===== config.mk =====
export PLATFORM = sky130hd
export DESIGN_NAME = addr_break_unit
export DESIGN_NICKNAME = d
export VERILOG_FILES = /design/src/rtl/abu_pkg.sv /design/src/rtl/abu_compare.sv /design/src/rtl/abu_regs.sv /design/src/rtl/abu_flag.sv /design/src/rtl/addr_break_unit.sv
export SDC_FILE = /design/constraint.sdc
export NUM_CORES = 1
export LEC_CHECK = 0
export ABC_CLOCK_PERIOD_IN_PS = 2220
export BUFFER_PORTS_ARGS = -buffer_cell sky130_fd_sc_hd__clkbuf_2
export CAP_MARGIN = 10
export CORE_MARGIN = 2
export CORE_UTILIZATION = 55
export DETAILED_ROUTE_END_ITERATION = 8
export PLACE_DENSITY = 0.92
export SLEW_MARGIN = 0
export SYNTH_ARGS = -nofsm -noshare
export SYNTH_HDL_FRONTEND = slang
export SYNTH_SLANG_ARGS = --single-unit

===== constraint.sdc =====
create_clock -name clk -period 2.22 [get_ports clk]
set_input_delay 0.111 -clock clk [delete_from_list [all_inputs] [get_ports clk]]
set_output_delay 0.111 -clock clk [all_outputs]
set_load 0.1 [all_outputs]

===== src/rtl/abu_pkg.sv =====
package abu_pkg;
  typedef enum logic [1:0] {
    CYC_FETCH = 2'd0,
    CYC_READ  = 2'd1,
    CYC_WRITE = 2'd2,
    CYC_ANY   = 2'd3
  } cyc_sel_e;

  typedef struct packed {
    logic     data_en;
    cyc_sel_e sel;
  } ctl_t;

  localparam logic [2:0] OFF_STAT   = 3'd0;
  localparam logic [2:0] OFF_CTL    = 3'd1;
  localparam logic [2:0] OFF_BAR0   = 3'd2;
  localparam logic [2:0] OFF_BDR_LO = 3'd5;
  localparam logic [2:0] OFF_BDR_HI = 3'd6;
  localparam logic [5:0] STAT_FILL  = 6'h3F;
endpackage


===== src/rtl/abu_compare.sv =====
module abu_compare
  import abu_pkg::*;
#(
  parameter int ADDR_W = 24
) (
  input  logic              clk,
  input  logic              rst,
  input  ctl_t              ctl,
  input  logic [ADDR_W-1:0] bar,
  input  logic [15:0]       bdr,
  input  logic              bus_valid,
  input  logic [ADDR_W-1:0] bus_addr,
  input  logic [15:0]       bus_data,
  input  logic              bus_write,
  input  logic              bus_word,
  input  logic              bus_fetch,
  output logic              hit
);
  logic type_ok, addr_ok, hi_ok, lo_ok, data_ok;

  always_comb begin
    unique case (ctl.sel)
      CYC_FETCH: type_ok = bus_fetch && !bus_write;
      CYC_READ:  type_ok = !bus_fetch && !bus_write;
      CYC_WRITE: type_ok = bus_write;
      default:   type_ok = 1'b1;
    endcase
    addr_ok = (bus_addr == bar);
    hi_ok   = (bus_data[15:8] == bdr[15:8]);
    lo_ok   = (bus_data[7:0] == bdr[7:0]);
    if (!ctl.data_en)      data_ok = 1'b1;
    else if (!bus_word)    data_ok = hi_ok;
    else if (bus_addr[0])  data_ok = lo_ok;
    else                   data_ok = hi_ok && lo_ok;
    hit = bus_valid && type_ok && addr_ok && data_ok;
  end

  a_r8_byte_upper_lane: assert property (@(posedge clk) disable iff (rst)
    (hit && ctl.data_en && !bus_word) |-> (bus_data[15:8] == bdr[15:8]));
  a_r9_odd_word_lower_lane: assert property (@(posedge clk) disable iff (rst)
    (hit && ctl.data_en && bus_word && bus_addr[0]) |-> (bus_data[7:0] == bdr[7:0]));
  a_r10_exact_address: assert property (@(posedge clk) disable iff (rst)
    hit |-> (bus_addr == bar));
endmodule


===== src/rtl/abu_regs.sv =====
module abu_regs
  import abu_pkg::*;
#(
  parameter int ADDR_W = 24
) (
  input  logic              clk,
  input  logic              rst,
  input  logic              reg_rd,
  input  logic              reg_wr,
  input  logic [2:0]        reg_off,
  input  logic [7:0]        reg_wdata,
  input  logic [7:0]        stat_byte,
  output logic [7:0]        reg_rdata,
  output ctl_t              ctl,
  output logic [ADDR_W-1:0] bar,
  output logic [15:0]       bdr
);
  localparam int NB = ADDR_W / 8;

  logic [7:0] rd_mux;
  logic [7:0] rd_q;

  always_ff @(posedge clk) begin
    if (rst) ctl <= '0;
    else if (reg_wr && reg_off == OFF_CTL) ctl <= ctl_t'(reg_wdata[2:0]);
  end

  for (genvar i = 0; i < NB; i++) begin : g_bar
    always_ff @(posedge clk) begin
      if (rst) bar[i*8 +: 8] <= 8'hFF;
      else if (reg_wr && reg_off == 3'(OFF_BAR0 + i)) bar[i*8 +: 8] <= reg_wdata;
    end
  end

  // break data has no defined reset value
  always_ff @(posedge clk) begin
    if (reg_wr && reg_off == OFF_BDR_LO) bdr[7:0]  <= reg_wdata;
    if (reg_wr && reg_off == OFF_BDR_HI) bdr[15:8] <= reg_wdata;
  end

  always_comb begin
    rd_mux = 8'h00;
    case (reg_off)
      OFF_STAT:   rd_mux = stat_byte;
      OFF_CTL:    rd_mux = {5'b0, ctl};
      OFF_BDR_LO: rd_mux = bdr[7:0];
      OFF_BDR_HI: rd_mux = bdr[15:8];
      default: begin
        for (int j = 0; j < NB; j++)
          if (reg_off == 3'(OFF_BAR0 + j)) rd_mux = bar[j*8 +: 8];
      end
    endcase
  end

  always_ff @(posedge clk) begin
    if (rst) rd_q <= 8'h00;
    else if (reg_rd) rd_q <= rd_mux;
  end
  assign reg_rdata = rd_q;

  a_r1_reserved_read_ones: assert property (@(posedge clk) disable iff (rst)
    (reg_rd && reg_off == OFF_STAT) |=> (reg_rdata[5:0] == STAT_FILL));
  a_r11_rdata_holds: assert property (@(posedge clk) disable iff (rst)
    !reg_rd |=> $stable(reg_rdata));
endmodule


===== src/rtl/abu_flag.sv =====
module abu_flag (
  input  logic       clk,
  input  logic       rst,
  input  logic       hit,
  input  logic       stat_rd,
  input  logic       stat_wr,
  input  logic [1:0] wdata_hi,
  output logic       flag,
  output logic       ie,
  output logic       irq
);
  logic armed_q;
  logic flag_nxt, ie_nxt;
  logic clr_req;

  always_comb begin
    clr_req  = stat_wr && !wdata_hi[1] && armed_q;
    if (hit)          flag_nxt = 1'b1;
    else if (clr_req) flag_nxt = 1'b0;
    else              flag_nxt = flag;
    ie_nxt = stat_wr ? wdata_hi[0] : ie;
  end

  always_ff @(posedge clk) begin
    if (rst) begin
      flag    <= 1'b0;
      ie      <= 1'b0;
      irq     <= 1'b0;
      armed_q <= 1'b0;
    end else begin
      flag <= flag_nxt;
      ie   <= ie_nxt;
      irq  <= flag_nxt && ie_nxt;
      if (stat_wr)              armed_q <= 1'b0;
      else if (stat_rd && flag) armed_q <= 1'b1;
    end
  end

  a_r4_hit_sets_flag: assert property (@(posedge clk) disable iff (rst)
    hit |=> flag);
  a_r5_unarmed_write_keeps: assert property (@(posedge clk) disable iff (rst)
    (flag && stat_wr && !armed_q) |=> flag);
  a_r6_set_beats_clear: assert property (@(posedge clk) disable iff (rst)
    (hit && clr_req) |=> flag);
  a_r5_no_sw_set: assert property (@(posedge clk) disable iff (rst)
    (!flag && !hit) |=> !flag);
endmodule


===== src/rtl/addr_break_unit.sv =====
module addr_break_unit
  import abu_pkg::*;
#(
  parameter int ADDR_W = 24
) (
  input  logic              clk,
  input  logic              rst,
  input  logic              reg_rd,
  input  logic              reg_wr,
  input  logic [2:0]        reg_off,
  input  logic [7:0]        reg_wdata,
  output logic [7:0]        reg_rdata,
  input  logic              bus_valid,
  input  logic [ADDR_W-1:0] bus_addr,
  input  logic [15:0]       bus_data,
  input  logic              bus_write,
  input  logic              bus_word,
  input  logic              bus_fetch,
  output logic              irq
);
  ctl_t              ctl;
  logic [ADDR_W-1:0] bar;
  logic [15:0]       bdr;
  logic              hit, flag, ie;
  logic              stat_rd, stat_wr;

  assign stat_rd = reg_rd && reg_off == OFF_STAT;
  assign stat_wr = reg_wr && reg_off == OFF_STAT;

  abu_regs #(.ADDR_W(ADDR_W)) u_regs (
    .clk(clk), .rst(rst), .reg_rd(reg_rd), .reg_wr(reg_wr), .reg_off(reg_off),
    .reg_wdata(reg_wdata), .stat_byte({flag, ie, STAT_FILL}),
    .reg_rdata(reg_rdata), .ctl(ctl), .bar(bar), .bdr(bdr)
  );

  abu_compare #(.ADDR_W(ADDR_W)) u_cmp (
    .clk(clk), .rst(rst), .ctl(ctl), .bar(bar), .bdr(bdr),
    .bus_valid(bus_valid), .bus_addr(bus_addr), .bus_data(bus_data),
    .bus_write(bus_write), .bus_word(bus_word), .bus_fetch(bus_fetch), .hit(hit)
  );

  abu_flag u_flag (
    .clk(clk), .rst(rst), .hit(hit), .stat_rd(stat_rd), .stat_wr(stat_wr),
    .wdata_hi(reg_wdata[7:6]), .flag(flag), .ie(ie), .irq(irq)
  );

  a_r7_irq_needs_flag: assert property (@(posedge clk) disable iff (rst)
    irq |-> (flag && ie));
  a_r7_irq_follows: assert property (@(posedge clk) disable iff (rst)
    (flag && ie) |-> irq);
endmodule


==> flow_summary.json <==
{
  "syn_nets": 345,
  "place_hpwl_um": 5720,
  "yosys_warnings": 0,
  "arrival_ns": 2.07,
  "grt_max_degree": 40,
  "synth_top_cell_area_share": 0.277,
  "track_usage": 0.277,
  "vias_per_cell": 5.83,
  "clock_sinks": 55,
  "clkPwrFrac": 0.267,
  "synth_edf_count": 16,
  "grt_pass1_vias": 2278,
  "powerDensity_nw_per_um2": 619,
  "slew_viol_final": 0,
  "synth_mux_area_frac": 0.0479,
  "gp_congestion": 0.937,
  "yosys.cell_count.top_type": "nand2_1",
  "die_x_um": 75.6,
  "dieArea_sq_um": 5720,
  "seqPwrFrac": 0.542,
  "grt_setup_unrepaired": "false",
  "crit_fanout": 3,
  "maxCapViolCount": 0,
  "syn_area_sq_um": 2820,
  "hold_viol": 0,
  "crit_type": "reg -> reg",
  "internal-power_mw": 1.44,
  "holdWs_ns": 0.0618,
  "syn_avg_cell_area_sq_um": 9.87,
  "initialDrtViolationCount": 218,
  "slew-limit-headroom": 0.520,
  "ctsHtreeMaxLevel": 2,
  "vias": 2441,
  "ios": 68,
  "ctsHoldBuffers": 0,
  "period_minus_slack_ns": 1.85,
  "antenna_cells": 0,
  "r2r_cells": 5,
  "insertion_delay_ns": 0.31,
  "rows": 26,
  "avgRoutedWirePerCell_um": 17.6,
  "synth_top_family_by_area": "simple AND/OR/NAND/NOR gates",
  "hold_class": "in -> reg",
  "ant_nets": 0,
  "grt_overflow": 0,
  "yosys-top-cells-area": "dfxtp_1, edfxtp_1, xor2_1, nand2_1, xnor2_1",
  "dr.pass1.iters": 5,
  "status": "finished, final reports clean",
  "numCtsBuffers": 5,
  "timing.rr.start": "u_regs.bar[11]",
  "synth_seq_cells": 55,
  "layout-drive-gt1-share": 0.255,
  "crit_path_start_kind": "flop",
  "setup_viol": 0,
  "clockBufferDepth": 2,
  "area_growth_pct": 16.5,
  "setup_ws_ns": 0.366,
  "drc": 0,
  "initial_core_util": 0.560,
  "fin_crit_sh": 0.835,
  "wirelength_um": 7360,
  "portBuffers": 67,
  "synth_cell_type_count": 41,
  "syn_inst": 286,
  "fmax_mhz": 539,
  "hold_end": "u_regs.bdr[5]",
  "ir_drop_mv": 0.392,
  "ys.flop_type": "dfxtp_1",
  "synth_largest_area_cell": "dfxtp_1",
  "skew_ns": 0.00429,
  "final_nets": 407,
  "cp.required_ns": 2.44,
  "cp-startpoint": "u_regs.bar[11]",
  "antenna_found_initial": 0,
  "switching_share": 0.294,
  "die_h_um": 75.6,
  "ys_seq_area_frac": 0.447,
  "dp_cells": 411,
  "ctsRootBufferMaster": "clkbuf_8",
  "fillers": 424,
  "pre_cts_slack_ns": 0.374,
  "hold_path.startpoint": "reg_wdata[5]",
  "leakage_nw": 1.31,
  "async_flop_share": 0,
  "endpoint_kind": "flop",
  "core_area_sq_um": 5040,
  "synth_fa_ha_area_frac": 0,
  "synth-simple-area-share": 0.221,
  "synth_commonest_cells": "nand2_1, dfxtp_1, xor2_1",
  "finalNonFillerCells": 419,
  "cts_resized": 0,
  "synth_compound_area_frac": 0.134,
  "regToRegSetupSlack_ns": 0.37,
  "grt_pass1_wl_um": 11500,
  "tightest_slew_ns": 0.719,
  "timing.setup.tns_ns": 0,
  "synth_xor_area_frac": 0.124,
  "cts_setup_buffers": 0,
  "path_clk_slew_ns": 0.09,
  "p_switching_uw": 599,
  "timing.rr.end": "u_flag.irq",
  "hold_path_depth": 1,
  "comb_power_share": 0.191,
  "cts_tree": "done"
}
[stage by stage]
step | area, sq um | total power [mW] | utilization
floorplan | 2820 | 1.38 | -
global placement | 3200 | 1.50 | 0.635
detailed placement | 3200 | 1.51 | 0.635
CTS | 3290 | 2.04 | 0.652
global route | 3290 | 2.12 | 0.652
finish | 3290 | 2.04 | 0.652
[flip-flops by register name, indices dropped and copies added, names as in the netlist]
| register | count |
|---|---|
| u_regs.bar | 24 |
| u_regs.bdr | 16 |
| u_regs.reg_rdata | 8 |
| u_regs.ctl | 3 |
| u_flag.armed_q | 1 |
| u_flag.flag | 1 |
| u_flag.ie | 1 |
| u_flag.irq | 1 |
[how the worst max path moves through the flow]
stage                       to  slack, ns
floorplan           u_flag.irq       0.72
global placement    u_flag.irq       0.50
detailed placement  u_flag.irq       0.37
CTS                 u_flag.irq       0.35
global route        u_flag.irq       0.26
finish              u_flag.irq       0.37
[placed cells by master (no fill, tap or decap), types with 4 or more instances in the layout]
master and instances:
a211oi_1 4, nor2_1 13, mux2i_1 9, xor2_1 23, o21ai_0 8, edfxtp_1 16, a22oi_1 5, dfxtp_1 39
nor2b_1 12, xnor2_1 17, nand3b_1 16, nand2b_1 4, a211o_1 8, clkbuf_2 67, nand4_1 4, nand2_1 40
a21oi_1 10, clkbuf_8 5
[final cells by class]
| class | instances | area [sq um] | area share |
|---|---|---|---|
| inverter | 2 | 7.51 | 0.00228 |
| multi-input combinational | 214 | 1490 | 0.453 |
| timing repair buffer | 70 | 358 | 0.109 |
| tap | 70 | 87.6 | 0.0266 |
| clock inverter | 2 | 12.5 | 0.00381 |
| clock buffer | 6 | 72.6 | 0.0221 |
| sequential | 55 | 1260 | 0.384 |
[per-layer routing]
layer / vias to the layer above / part of all wire / global-route usage
li1: 1150 / - / -
met1: 1142 / 0.42 / 0.371
met2: 134 / 0.48 / 0.464
met3: 15 / 0.078 / 0.0529
met4: 0 / 0.021 / 0.0721
met5: - / 0 / 0
[worst max-delay path, stage by stage, from the launching register on]
cell and delay [ns]:
dfxtp_1 0.35, xor2_1 0.19, a2111oi_2 0.40, nand3_1 0.18
o31a_1 0.36, nor4_2 0.27
[logic make-up after synthesis]
logic type | Yosys count
flops | 55
mux | 11
simple gates | 111
buf+inv | 17
compound gates | 52
xor+xnor | 40
[power by group through the flow]
stage | clock network, mW | registers (mW) | logic, mW
6_report | 0.544 | 1.10 | 0.388
3_3_place_gp | 0 | 1.12 | 0.375
4_1_cts | 0.548 | 1.10 | 0.386
3_5_place_dp | 0 | 1.13 | 0.384
5_1_grt | 0.591 | 1.11 | 0.418
2_1_floorplan | 0 | 1.20 | 0.185
Power figures use the tool's default switching activity.
